===== config.mk =====
export PLATFORM = sky130hd
export DESIGN_NAME = irq_mem_reporter
export DESIGN_NICKNAME = d
export VERILOG_FILES = /design/src/rtl/irq_rpt_pkg.sv /design/src/rtl/irq_rpt_lowbit.sv /design/src/rtl/irq_rpt_addr.sv /design/src/rtl/irq_rpt_ctrl.sv /design/src/rtl/irq_mem_reporter.sv
export SDC_FILE = /design/constraint.sdc
export NUM_CORES = 1
export LEC_CHECK = 0
export BUFFER_PORTS_ARGS = -buffer_cell sky130_fd_sc_hd__buf_2
export CORE_ASPECT_RATIO = 0.9
export CORE_UTILIZATION = 43
export DETAILED_ROUTE_END_ITERATION = 8
export GPL_TIMING_DRIVEN = 0
export PLACE_DENSITY = 0.71
export SETUP_SLACK_MARGIN = 0.15
export SYNTH_ARGS = -nofsm -noshare
export SYNTH_HDL_FRONTEND = slang
export SYNTH_SLANG_ARGS = --single-unit

===== constraint.sdc =====
create_clock -name clk -period 3.15 [get_ports clk]
set_input_delay 0.63 -clock clk [delete_from_list [all_inputs] [get_ports clk]]
set_output_delay 0.63 -clock clk [all_outputs]
set_load 0.05 [all_outputs]

===== src/rtl/irq_rpt_pkg.sv =====
package irq_rpt_pkg;

  // Offset layout inside one 4 KiB page
  localparam int PAGE_SHIFT = 12;
  localparam logic [PAGE_SHIFT-1:0] SRC_OFS = 12'h400;
  localparam logic [7:0] MARK_BYTE = 8'hFF;

  typedef enum logic [1:0] {
    ST_IDLE   = 2'd0,
    ST_STATUS = 2'd1,
    ST_SOURCE = 2'd2
  } rpt_state_e;

endpackage


===== src/rtl/irq_rpt_lowbit.sv =====
// Finds the lowest set bit of a vector: one-hot form and binary index.
module irq_rpt_lowbit #(
  parameter int W = 16,
  localparam int IDX_W = $clog2(W)
) (
  input  logic [W-1:0]     vec,
  output logic [W-1:0]     first,
  output logic [IDX_W-1:0] idx
);

  logic [W-1:0] below;

  assign below[0] = 1'b0;
  for (genvar i = 1; i < W; i++) begin : g_below
    assign below[i] = below[i-1] | vec[i-1];
  end

  assign first = vec & ~below;

  always_comb begin
    idx = '0;
    for (int i = 0; i < W; i++) begin
      if (first[i]) idx = idx | IDX_W'(i);
    end
  end

endmodule


===== src/rtl/irq_rpt_addr.sv =====
// Byte address generator for status slots and source flags.
module irq_rpt_addr
  import irq_rpt_pkg::*;
#(
  parameter int ADDR_W = 32,
  parameter int UNIT_W = 6,
  parameter int INST_W = 3,
  parameter int BIT_W  = 4,
  localparam int PAGE_W = ADDR_W - PAGE_SHIFT
) (
  input  logic [PAGE_W-1:0] page,
  input  logic [INST_W-1:0] inst,
  input  logic              per_inst,
  input  logic [UNIT_W-1:0] unit,
  input  logic [BIT_W-1:0]  bit_idx,
  input  logic              is_source,
  output logic [ADDR_W-1:0] addr
);

  logic [ADDR_W-1:0]     page_base;
  logic [ADDR_W-1:0]     inst_step;
  logic [PAGE_SHIFT-1:0] status_ofs;
  logic [PAGE_SHIFT-1:0] source_ofs;
  logic [PAGE_SHIFT-1:0] ofs;

  assign page_base  = {page, {PAGE_SHIFT{1'b0}}};
  assign inst_step  = per_inst ? ADDR_W'({inst, {PAGE_SHIFT{1'b0}}}) : '0;
  assign status_ofs = {{(PAGE_SHIFT-UNIT_W-BIT_W){1'b0}}, unit, bit_idx};
  assign source_ofs = SRC_OFS | {{(PAGE_SHIFT-UNIT_W){1'b0}}, unit};
  assign ofs        = is_source ? source_ofs : status_ofs;
  assign addr       = page_base + inst_step + ADDR_W'(ofs);

endmodule


===== src/rtl/irq_rpt_ctrl.sv =====
// Report sequencer: accepts an event, walks its enabled bits, writes the
// source flag and raises the interrupt.
module irq_rpt_ctrl
  import irq_rpt_pkg::*;
#(
  parameter int ADDR_W = 32,
  parameter int UNIT_W = 6,
  parameter int INST_W = 3,
  parameter int VEC_W  = 16,
  localparam int PAGE_W = ADDR_W - PAGE_SHIFT
) (
  input  logic              clk,
  input  logic              rst_n,
  input  logic              evt_valid,
  output logic              evt_ready,
  input  logic [UNIT_W-1:0] evt_unit,
  input  logic [INST_W-1:0] evt_inst,
  input  logic [VEC_W-1:0]  evt_vec,
  input  logic [PAGE_W-1:0] cfg_page,
  input  logic              cfg_per_inst,
  input  logic [VEC_W-1:0]  cfg_enable,
  input  logic              mem_ready,
  input  logic [VEC_W-1:0]  low_onehot,
  output logic              mem_valid,
  output logic              is_source,
  output logic [VEC_W-1:0]  pend_q,
  output logic [UNIT_W-1:0] unit_q,
  output logic [INST_W-1:0] inst_q,
  output logic [PAGE_W-1:0] page_q,
  output logic              mode_q,
  output logic              irq_q
);

  rpt_state_e       state_q, state_d;
  logic [VEC_W-1:0] pend_d;
  logic [VEC_W-1:0] masked;
  logic             load_en;
  logic             pend_en;
  logic             irq_d;
  logic             wr_hs;

  assign masked = evt_vec & cfg_enable;

  // next-state logic
  always_comb begin
    state_d   = state_q;
    pend_d    = pend_q;
    load_en   = 1'b0;
    pend_en   = 1'b0;
    irq_d     = 1'b0;
    evt_ready = (state_q == ST_IDLE);
    mem_valid = (state_q != ST_IDLE);
    is_source = (state_q == ST_SOURCE);
    wr_hs     = mem_valid && mem_ready;
    unique case (state_q)
      ST_IDLE: begin
        if (evt_valid) begin
          load_en = 1'b1;
          pend_en = 1'b1;
          pend_d  = masked;
          if (masked != '0) state_d = ST_STATUS;
        end
      end
      ST_STATUS: begin
        if (wr_hs) begin
          pend_en = 1'b1;
          pend_d  = pend_q & ~low_onehot;
          if (pend_d == '0) state_d = ST_SOURCE;
        end
      end
      ST_SOURCE: begin
        if (wr_hs) begin
          state_d = ST_IDLE;
          irq_d   = 1'b1;
        end
      end
      default: state_d = ST_IDLE;
    endcase
  end

  // registers
  always_ff @(posedge clk or negedge rst_n) begin
    if (!rst_n) begin
      state_q <= ST_IDLE;
      irq_q   <= 1'b0;
      pend_q  <= '0;
      unit_q  <= '0;
      inst_q  <= '0;
      page_q  <= '0;
      mode_q  <= 1'b0;
    end else begin
      state_q <= state_d;
      irq_q   <= irq_d;
      if (pend_en) pend_q <= pend_d;
      if (load_en) begin
        unit_q <= evt_unit;
        inst_q <= evt_inst;
        page_q <= cfg_page;
        mode_q <= cfg_per_inst;
      end
    end
  end

  AST_STATUS_PENDING: assert property (@(posedge clk) disable iff (!rst_n)
    (state_q == ST_STATUS) |-> (pend_q != '0));

  AST_CFG_HELD: assert property (@(posedge clk) disable iff (!rst_n)
    (mem_valid && $past(mem_valid)) |-> ($stable(page_q) && $stable(mode_q) && $stable(unit_q)));

endmodule


===== src/rtl/irq_mem_reporter.sv =====
// Top: memory-mapped interrupt status reporter.
module irq_mem_reporter
  import irq_rpt_pkg::*;
#(
  parameter int ADDR_W = 32,
  parameter int UNIT_W = 6,
  parameter int INST_W = 3,
  parameter int VEC_W  = 16
) (
  input  logic                       clk,
  input  logic                       rst_n,
  input  logic                       evt_valid,
  output logic                       evt_ready,
  input  logic [UNIT_W-1:0]          evt_unit,
  input  logic [INST_W-1:0]          evt_inst,
  input  logic [VEC_W-1:0]           evt_vec,
  input  logic [ADDR_W-PAGE_SHIFT-1:0] cfg_page,
  input  logic                       cfg_per_inst,
  input  logic [VEC_W-1:0]           cfg_enable,
  output logic                       mem_valid,
  input  logic                       mem_ready,
  output logic [ADDR_W-1:0]          mem_addr,
  output logic [7:0]                 mem_data,
  output logic                       irq_pulse
);

  localparam int BIT_W  = $clog2(VEC_W);
  localparam int PAGE_W = ADDR_W - PAGE_SHIFT;

  logic [VEC_W-1:0]  pend_q;
  logic [VEC_W-1:0]  low_onehot;
  logic [BIT_W-1:0]  low_idx;
  logic [UNIT_W-1:0] unit_q;
  logic [INST_W-1:0] inst_q;
  logic [PAGE_W-1:0] page_q;
  logic              mode_q;
  logic              is_source;

  irq_rpt_ctrl #(
    .ADDR_W(ADDR_W), .UNIT_W(UNIT_W), .INST_W(INST_W), .VEC_W(VEC_W)
  ) i_ctrl (
    .clk         (clk),
    .rst_n       (rst_n),
    .evt_valid   (evt_valid),
    .evt_ready   (evt_ready),
    .evt_unit    (evt_unit),
    .evt_inst    (evt_inst),
    .evt_vec     (evt_vec),
    .cfg_page    (cfg_page),
    .cfg_per_inst(cfg_per_inst),
    .cfg_enable  (cfg_enable),
    .mem_ready   (mem_ready),
    .low_onehot  (low_onehot),
    .mem_valid   (mem_valid),
    .is_source   (is_source),
    .pend_q      (pend_q),
    .unit_q      (unit_q),
    .inst_q      (inst_q),
    .page_q      (page_q),
    .mode_q      (mode_q),
    .irq_q       (irq_pulse)
  );

  irq_rpt_lowbit #(.W(VEC_W)) i_lowbit (
    .vec  (pend_q),
    .first(low_onehot),
    .idx  (low_idx)
  );

  irq_rpt_addr #(
    .ADDR_W(ADDR_W), .UNIT_W(UNIT_W), .INST_W(INST_W), .BIT_W(BIT_W)
  ) i_addr (
    .page     (page_q),
    .inst     (inst_q),
    .per_inst (mode_q),
    .unit     (unit_q),
    .bit_idx  (low_idx),
    .is_source(is_source),
    .addr     (mem_addr)
  );

  assign mem_data = MARK_BYTE;

  AST_MEM_HOLD: assert property (@(posedge clk) disable iff (!rst_n)
    (mem_valid && !mem_ready) |=> (mem_valid && $stable(mem_addr)));

  AST_BUSY_NO_ACCEPT: assert property (@(posedge clk) disable iff (!rst_n)
    mem_valid |-> !evt_ready);

  AST_IRQ_AFTER_WRITE: assert property (@(posedge clk) disable iff (!rst_n)
    irq_pulse |-> $past(mem_valid && mem_ready && is_source));

  AST_IRQ_SINGLE: assert property (@(posedge clk) disable iff (!rst_n)
    irq_pulse |=> !irq_pulse);

  AST_STATUS_ASCEND: assert property (@(posedge clk) disable iff (!rst_n)
    (mem_valid && !is_source && $past(mem_valid && mem_ready && !is_source))
      |-> (mem_addr > $past(mem_addr)));

  AST_SRC_AFTER_STATUS: assert property (@(posedge clk) disable iff (!rst_n)
    $rose(mem_valid && is_source) |-> $past(mem_valid && mem_ready));

  AST_SRC_RANGE: assert property (@(posedge clk) disable iff (!rst_n)
    (mem_valid && is_source) |-> (mem_addr[PAGE_SHIFT-1:0] >= SRC_OFS &&
      mem_addr[PAGE_SHIFT-1:0] < (SRC_OFS + 12'h040)));

  AST_MASKED_DROP: assert property (@(posedge clk) disable iff (!rst_n)
    (evt_valid && evt_ready && ((evt_vec & cfg_enable) == '0))
      |=> (!mem_valid && !irq_pulse));

endmodule


==> results of run 1 <==
-- power groups by stage --
stage,registers (uW),clock network (uW),logic (uW)
after floorplan,1160,0,2580
after global placement,1230,0,3220
after detailed placement,1240,0,3250
after CTS,1230,409,3350
after global routing,1300,428,3750
final,1260,395,3490
-- cell usage in the layout, fill, tap and decap left out, drive strengths merged --
cell	count
nor3	9
o22ai	2
a22oi	5
nand3	7
nor4	5
nand4	8
xor2	5
or4	1
o21bai	1
a31o	1
a21oi	14
clkbuf	19
nand2b	1
o311ai	1
conb	9
o22a	3
nor2b	3
a2111oi	1
nand2	116
and3	3
clkinv	2
a32o	7
nor4b	2
dfrtp	49
mux2	2
a21o	2
xnor2	13
o21ai	31
buf	120
o31ai	2
ha	3
nor2	24
and2	8
fa	1
o2bb2ai	1
o21a	1
o41ai	1
and4	1
inv	11
-- through the flow --
stage / std cells / power (uW) / util, % / hold WS (ps)
3_3_place_gp: 569 / 4440 / 55.4 / 451
5_1_grt: 585 / 5480 / 60.3 / 501
6_report: 585 / 5150 / 60.3 / 478
2_1_floorplan: 380 / 3740 / - / 334
4_1_cts: 583 / 4990 / 58.7 / 482
3_5_place_dp: 569 / 4480 / 55.4 / 459
-- logic make-up (layout without fill, tap and decap cells) --
group	after synthesis	in the layout	share of synthesized area, %
AOI/OAI and AO/OA	73	73	15.5
xor gates and xnor gates	18	18	5.23
adders and majority gates	4	4	1.91
buffers and inverters	37	152	7.27
DFF	49	49	40.7
muxes	2	2	0.747
other	2	9	0.249
and+or+nand+nor	188	188	28.4
-- area by class of cell --
cell class | count | area, sq um
Buffer | 26 | 178
Clock buffer | 6 | 82.6
Clock inverter | 2 | 13.8
Fill cell | 611 | 2650
Inverter | 11 | 41.3
Multi-Input combinational cell | 294 | 1750
Sequential cell | 49 | 1230
Tap cell | 90 | 113
Timing Repair Buffer | 107 | 606
-- final timing paths --
check / to / cells past startpoint
max: mem_addr[30] / 11
min: i_ctrl.inst_q[2]$_DFFE_PN0P_ / 2
max reg2reg: i_ctrl.state_q[1]$_DFFE_PN0P_ / 6
min reg2reg: i_ctrl.inst_q[2]$_DFFE_PN0P_ / 2
max in group asynchronous: i_ctrl.page_q[16]$_DFFE_PN0P_ / 1
min in group asynchronous: i_ctrl.page_q[7]$_DFFE_PN0P_ / 1
-- flip-flops by register name, summed over array words and instances (netlist names) --
signal,flops
i_ctrl.mode_q,1
i_ctrl.inst_q,3
i_ctrl.state_q,2
i_ctrl.pend_q,16
i_ctrl.unit_q,6
i_ctrl.page_q,20
i_ctrl.irq_q,1
-- critical path: cells and delay by family (launching register included) --
kind | cells | cell delay [ps]
simple gates | 6 | 730
fa+ha+maj | 2 | 490
flops | 1 | 380
buf+inv | 2 | 250
xor+xnor | 1 | 130
-- layer usage --
metal	wire length [microns]	track usage, %	vias up
li1	-	-	1490
met1	3710	29.4	1375
met2	3950	39.5	124
met3	563	4.26	14
met4	151	7.74	0
met5	0	0	-
-- timing repair --
| action | 4_1_cts | 5_1_grt |
|---|---|---|
| pin swaps | 7 | 12 |
| setup buffers | 6 | 2 |
| endpoints found under the setup margin | 12 | 18 |
| resized for setup | 25 | 21 |
==> run_results.csv, run 1 <==
group,metric,value,unit
die,die_h,81.4,microns
die,ios,109,
die,dieArea,7350,sq um
run,cap_violations,0,
clock_network,clk_pin_slew,90,ps
sta,finalSetupViolCount,0,
placement,postPlaceCellArea,3680,sq um
clock_network,cts_max_level,2,
power,netSwitchingFraction,56.3,%
sta,fin_crit,2930,ps
power,p_clk_share,7.7,%
worst_setup_path,regToRegSetupSlack,1080,ps
worst_setup_path,path_common_cell,"nor2_2",
drt,vias_per_cell,5.13,
logic_synthesis,syn_area,3010,sq um
logic_synthesis,synth_cells,373,
power,pwr-share-comb,67.9,%
power,power.leakage,0.00203,uW
drt,drc,0,
logic_synthesis,ys_types,44,
power,powerDensity,1280,nW/um^2
worst_setup_path,crit_start,"i_ctrl.inst_q[0]$_DFFE_PN0P_",
logic_synthesis,syn_area_per_cell,8.08,sq um
worst_setup_path,critPathKind,"reg -> out",
clock_network,cts_tree,"yes",
logic_synthesis,yosysTopAreaCell,"dfrtp_1",
sta,finalHoldViolations,0,
cells_and_area,final_area,4010,sq um
clock_network,worstSkewPairLatency,300,ps
worst_setup_path,r2r_start,"i_ctrl.pend_q[1]$_DFFE_PN0P_",
sta,final.period_utilization,93.1,%
die,core,6660,sq um
sta,worst_pin_slew,1120,ps
global_routing,grt_max_degree,50,
clock_network,clk_path_buf_depth,2,
worst_setup_path,critPathMaxFanout,7,
sta,rsz0062_at_grt,"true",
logic_synthesis,ys_seq_elements,49,
logic_synthesis,synthFlopType,"dfrtp_1",
global_routing,grt.overflow.total,0,
clock_network,cts-root-buf,"clkbuf_8",
logic_synthesis,synth.yosys.seq_area_share,40.7,%
power,intPower,2250,uW
cells_and_area,layout.nets,564,
worst_setup_path,cpMaxStageDelayCell,"dfrtp_1",
placement,dp_slack,47.4,ps
run_status,status,"finished, final reports clean",
clock_network,clock-sinks,49,
die,fp-row-count,28,
drt,vias,3003,
sta,fmax,341,MHz
drt,routed_wl,8380,microns
hold_path,hold_path.class,"reg -> reg",
power,seqPwrFrac,24.4,%
logic_synthesis,yosysTopAreaCellShare,40.7,%
global_routing,antenna_found_initial,0,
sta,skew,3.15,ps
logic_synthesis,yosys_warnings,0,
logic_synthesis,synth_common_cells,"116 x nand2_1, 49 x dfrtp_1, 24 x nor2_1, 17 x o21ai_0",
global_routing,grt_use_total,22.9,%
logic_synthesis,yosysMostFrequentCell,"nand2_1",
placement,port_buffers,99,
worst_setup_path,critPathArrivalTime,2300,ps
sta,fin_setup_tns,0,ps
cells_and_area,antenna_cells,0,
power,p_sw,2900,uW
sta,fin_ws,216,ps
placement,place.gp.congestion,0.890,
drt,dr.pass1.iters,5,
drt,ant_nets,0,
logic_synthesis,synth_edf_count,0,
logic_synthesis,synth.area.top_cells,"dfrtp_1 41%, nand2_1 14%, xnor2_1 3.8%",
drt,wl_per_cell,14.3,microns
drt,drtIter0Drc,206,
hold_path,worstHoldStart,"i_ctrl.inst_q[2]$_DFFE_PN0P_",
worst_setup_path,crit_chain,"and2_4 > ha_4 > inv_2 > fa_2 > nor2b_4 > nor2_2 > nor2_4 > nand3_2 > nor2_2 > xnor2_1 > buf_4",
power,irDropWorstVdd,0.648,mV
clock_network,ctsHoldBuffers,0,
die,die_width,90.2,microns
worst_setup_path,start_kind,"flop",
worst_setup_path,critPathMaxStageDelay,380,ps
global_routing,grt_pass1_wl,13100,microns
global_routing,grt_pass1_vias,2755,
logic_synthesis,async_flop_share,100,%
clock_network,cts_buffers,5,
cells_and_area,drive_gt1_share,32.9,%
sta,max-slew-margin-rel,25.4,%
worst_setup_path,end_kind,"output pin",
worst_setup_path,crit_required,2520,ps
die,start_util,45.3,%
placement,hpwl,6020,microns
cells_and_area,syn2layout_area_growth,33.1,%
sta,slew_viol_final,0,
(Power assumes the default switching activity.)
==> run 2, diff against run 1 <==
Settings changed: CTS_BUF_LIST set to sky130_fd_sc_hd__clkbuf_16.
==> run 2 against run 1 <==
  * Count of clock-buffer cells in the layout is 1 lower
  * Setup slack worse by 100 ps
  * Clock power is 34% higher
  * Power is 0.98% higher
  * Sequential cell count stayed put
  * Largest power group unchanged
==> run_results.csv, run 2 (synthesis results as in run 1) <==
group,metric,value,unit
clock_network,cts_max_level,2,
sta,fin_setup_tns,0,ps
power,powerDensity,1290,nW/um^2
sta,finalHoldViolations,0,
clock_network,worstSkewPairLatency,290,ps
die,die_width,90.2,microns
worst_setup_path,end_kind,"output pin",
global_routing,grt_pass1_vias,2740,
die,dieArea,7350,sq um
cells_and_area,layout.nets,561,
cells_and_area,layout_commonest_cell,"nand2_1",
sta,max-slew-margin-rel,26.2,%
clock_network,clock-sinks,49,
power,power,5200,uW
worst_setup_path,crit_required,2520,ps
clock_network,cts-root-buf,"clkbuf_16",
placement,place.gp.congestion,0.890,
clock_network,clk_pin_slew,60,ps
global_routing,grt.overflow.total,0,
clock_network,clk_path_buf_depth,2,
die,die_h,81.4,microns
worst_setup_path,start_kind,"flop",
cells_and_area,antenna_cells,0,
die,fp-row-count,28,
cells_and_area,syn2layout_area_growth,33.3,%
drt,vias,2972,
sta,finalSetupViolCount,0,
drt,dr.pass1.iters,5,
placement,port_buffers,99,
sta,final.period_utilization,96.4,%
cells_and_area,top_register,"i_ctrl.page_q",
drt,ant_nets,0,
cells_and_area,biggestRegsByFlops,"i_ctrl.page_q: 20 flops, i_ctrl.pend_q: 16 flops, i_ctrl.unit_q: 6 flops",
sta,rsz0062_at_grt,"true",
die,core,6660,sq um
cells_and_area,drive_gt1_share,31.9,%
sta,fmax,329,MHz
drt,drtIter0Drc,230,
worst_setup_path,critPathArrivalTime,2410,ps
clock_network,cts_tree,"yes",
global_routing,antenna_found_initial,0,
cells_and_area,final_cell_mix,"115 x nand2_1, 89 x buf_2, 49 x dfrtp_1, 21 x buf_4, 20 x nor2_1",
power,power.leakage,0.00205,uW
drt,wl_per_cell,14.0,microns
worst_setup_path,critPathMaxFanout,4,
power,irDropWorstVdd,0.782,mV
global_routing,grt_max_degree,50,
run,cap_violations,0,
clock_network,cts_buffers,5,
global_routing,grt_use_total,22.7,%
sta,worst_pin_slew,1110,ps
hold_path,hold_path.class,"reg -> reg",
drt,routed_wl,8130,microns
die,start_util,45.3,%
sta,slew_viol_final,0,
drt,vias_per_cell,5.11,
die,ios,109,
run_status,status,"finished, final reports clean",
sta,fin_crit,3040,ps
sta,skew,5.62,ps
drt,drc,0,
global_routing,grt_pass1_wl,13000,microns
cells_and_area,largest_reg_flops,20,
worst_setup_path,critPathKind,"reg -> out",
placement,hpwl,6020,microns
==> run 2: cell count changes in the layout (fill, tap and decap cells not counted), sizes merged <==
cell,previous run,this run
buf,120,118
clkbuf,19,17
clkinv,2,3
==> run 2: cell type report <==
class | count | area (sq um)
clock inverters | 3 | 17.5
fillers | 616 | 2640
flip-flops and latches | 49 | 1230
multi-input cells | 294 | 1740
plain buffers | 26 | 178
inverters | 11 | 41.3
well taps | 90 | 113
clock buffers | 5 | 125
repair buffers | 104 | 581
==> run 2: layer usage <==
layer,track usage (%),wire length [microns],vias to the layer above
met5,0,0,-
met4,7.74,139,0
met3,4.54,596,12
met2,38.7,3820,117
met1,29.3,3580,1364
li1,-,-,1479
==> run 2: power breakdown <==
part | leakage, uW | total (uW) | switching [uW] | internal [uW]
Sequential | 0.000623 | 1250 | 338 | 916
Clock | 0.0000712 | 528 | 236 | 292
Combinational | 0.00136 | 3420 | 2300 | 1110
==> run 2: what timing repair did <==
action	in CTS	in global routing
cloned	0	0
hold buffers	0	0
endpoints found under the setup margin	12	18
pin swaps	0	9
resized for setup	17	22
setup buffers	0	5
==> run 2: path summary, 6_finish.rpt <==
path                                         startpoint                             to  slack, ps  cells after the start
setup / recovery              i_ctrl.mode_q$_DFFE_PN0P_                   mem_addr[28]        110                     11
max in group asynchronous                         rst_n  i_ctrl.page_q[16]$_DFFE_PN0P_       1920                      1
hold / removal             i_ctrl.inst_q[2]$_DFFE_PN0P_   i_ctrl.inst_q[2]$_DFFE_PN0P_        470                      2
min in group asynchronous                         rst_n   i_ctrl.page_q[9]$_DFFE_PN0P_        550                      1
setup reg to reg           i_ctrl.pend_q[1]$_DFFE_PN0P_  i_ctrl.state_q[1]$_DFFE_PN0P_       1070                      6
hold reg to reg            i_ctrl.inst_q[2]$_DFFE_PN0P_   i_ctrl.inst_q[2]$_DFFE_PN0P_        470                      2
==> run 2: through the flow <==
stage	utilization, %	setup WS, ps	instance area [sq um]	hold slack [ps]	instances
final	60.3	113	4020	473	582
after global routing	60.3	12.0	4020	506	582
after CTS	58.3	20.5	3880	476	577
after detailed placement	55.4	47.4	3680	459	569
after global placement	55.4	59.0	3680	451	569
after floorplan	-	213	3080	334	380
==> run 2: worst max-delay path: stages, from the launching register on <==
cell and delay, ps:
dfrtp_1 390, and2_4 170, ha_4 130, inv_2 40
fa_2 380, nor2b_2 150, nor2_2 70, nor2_4 140
buf_6 120, nand4_1 150, xnor2_2 210, buf_6 180
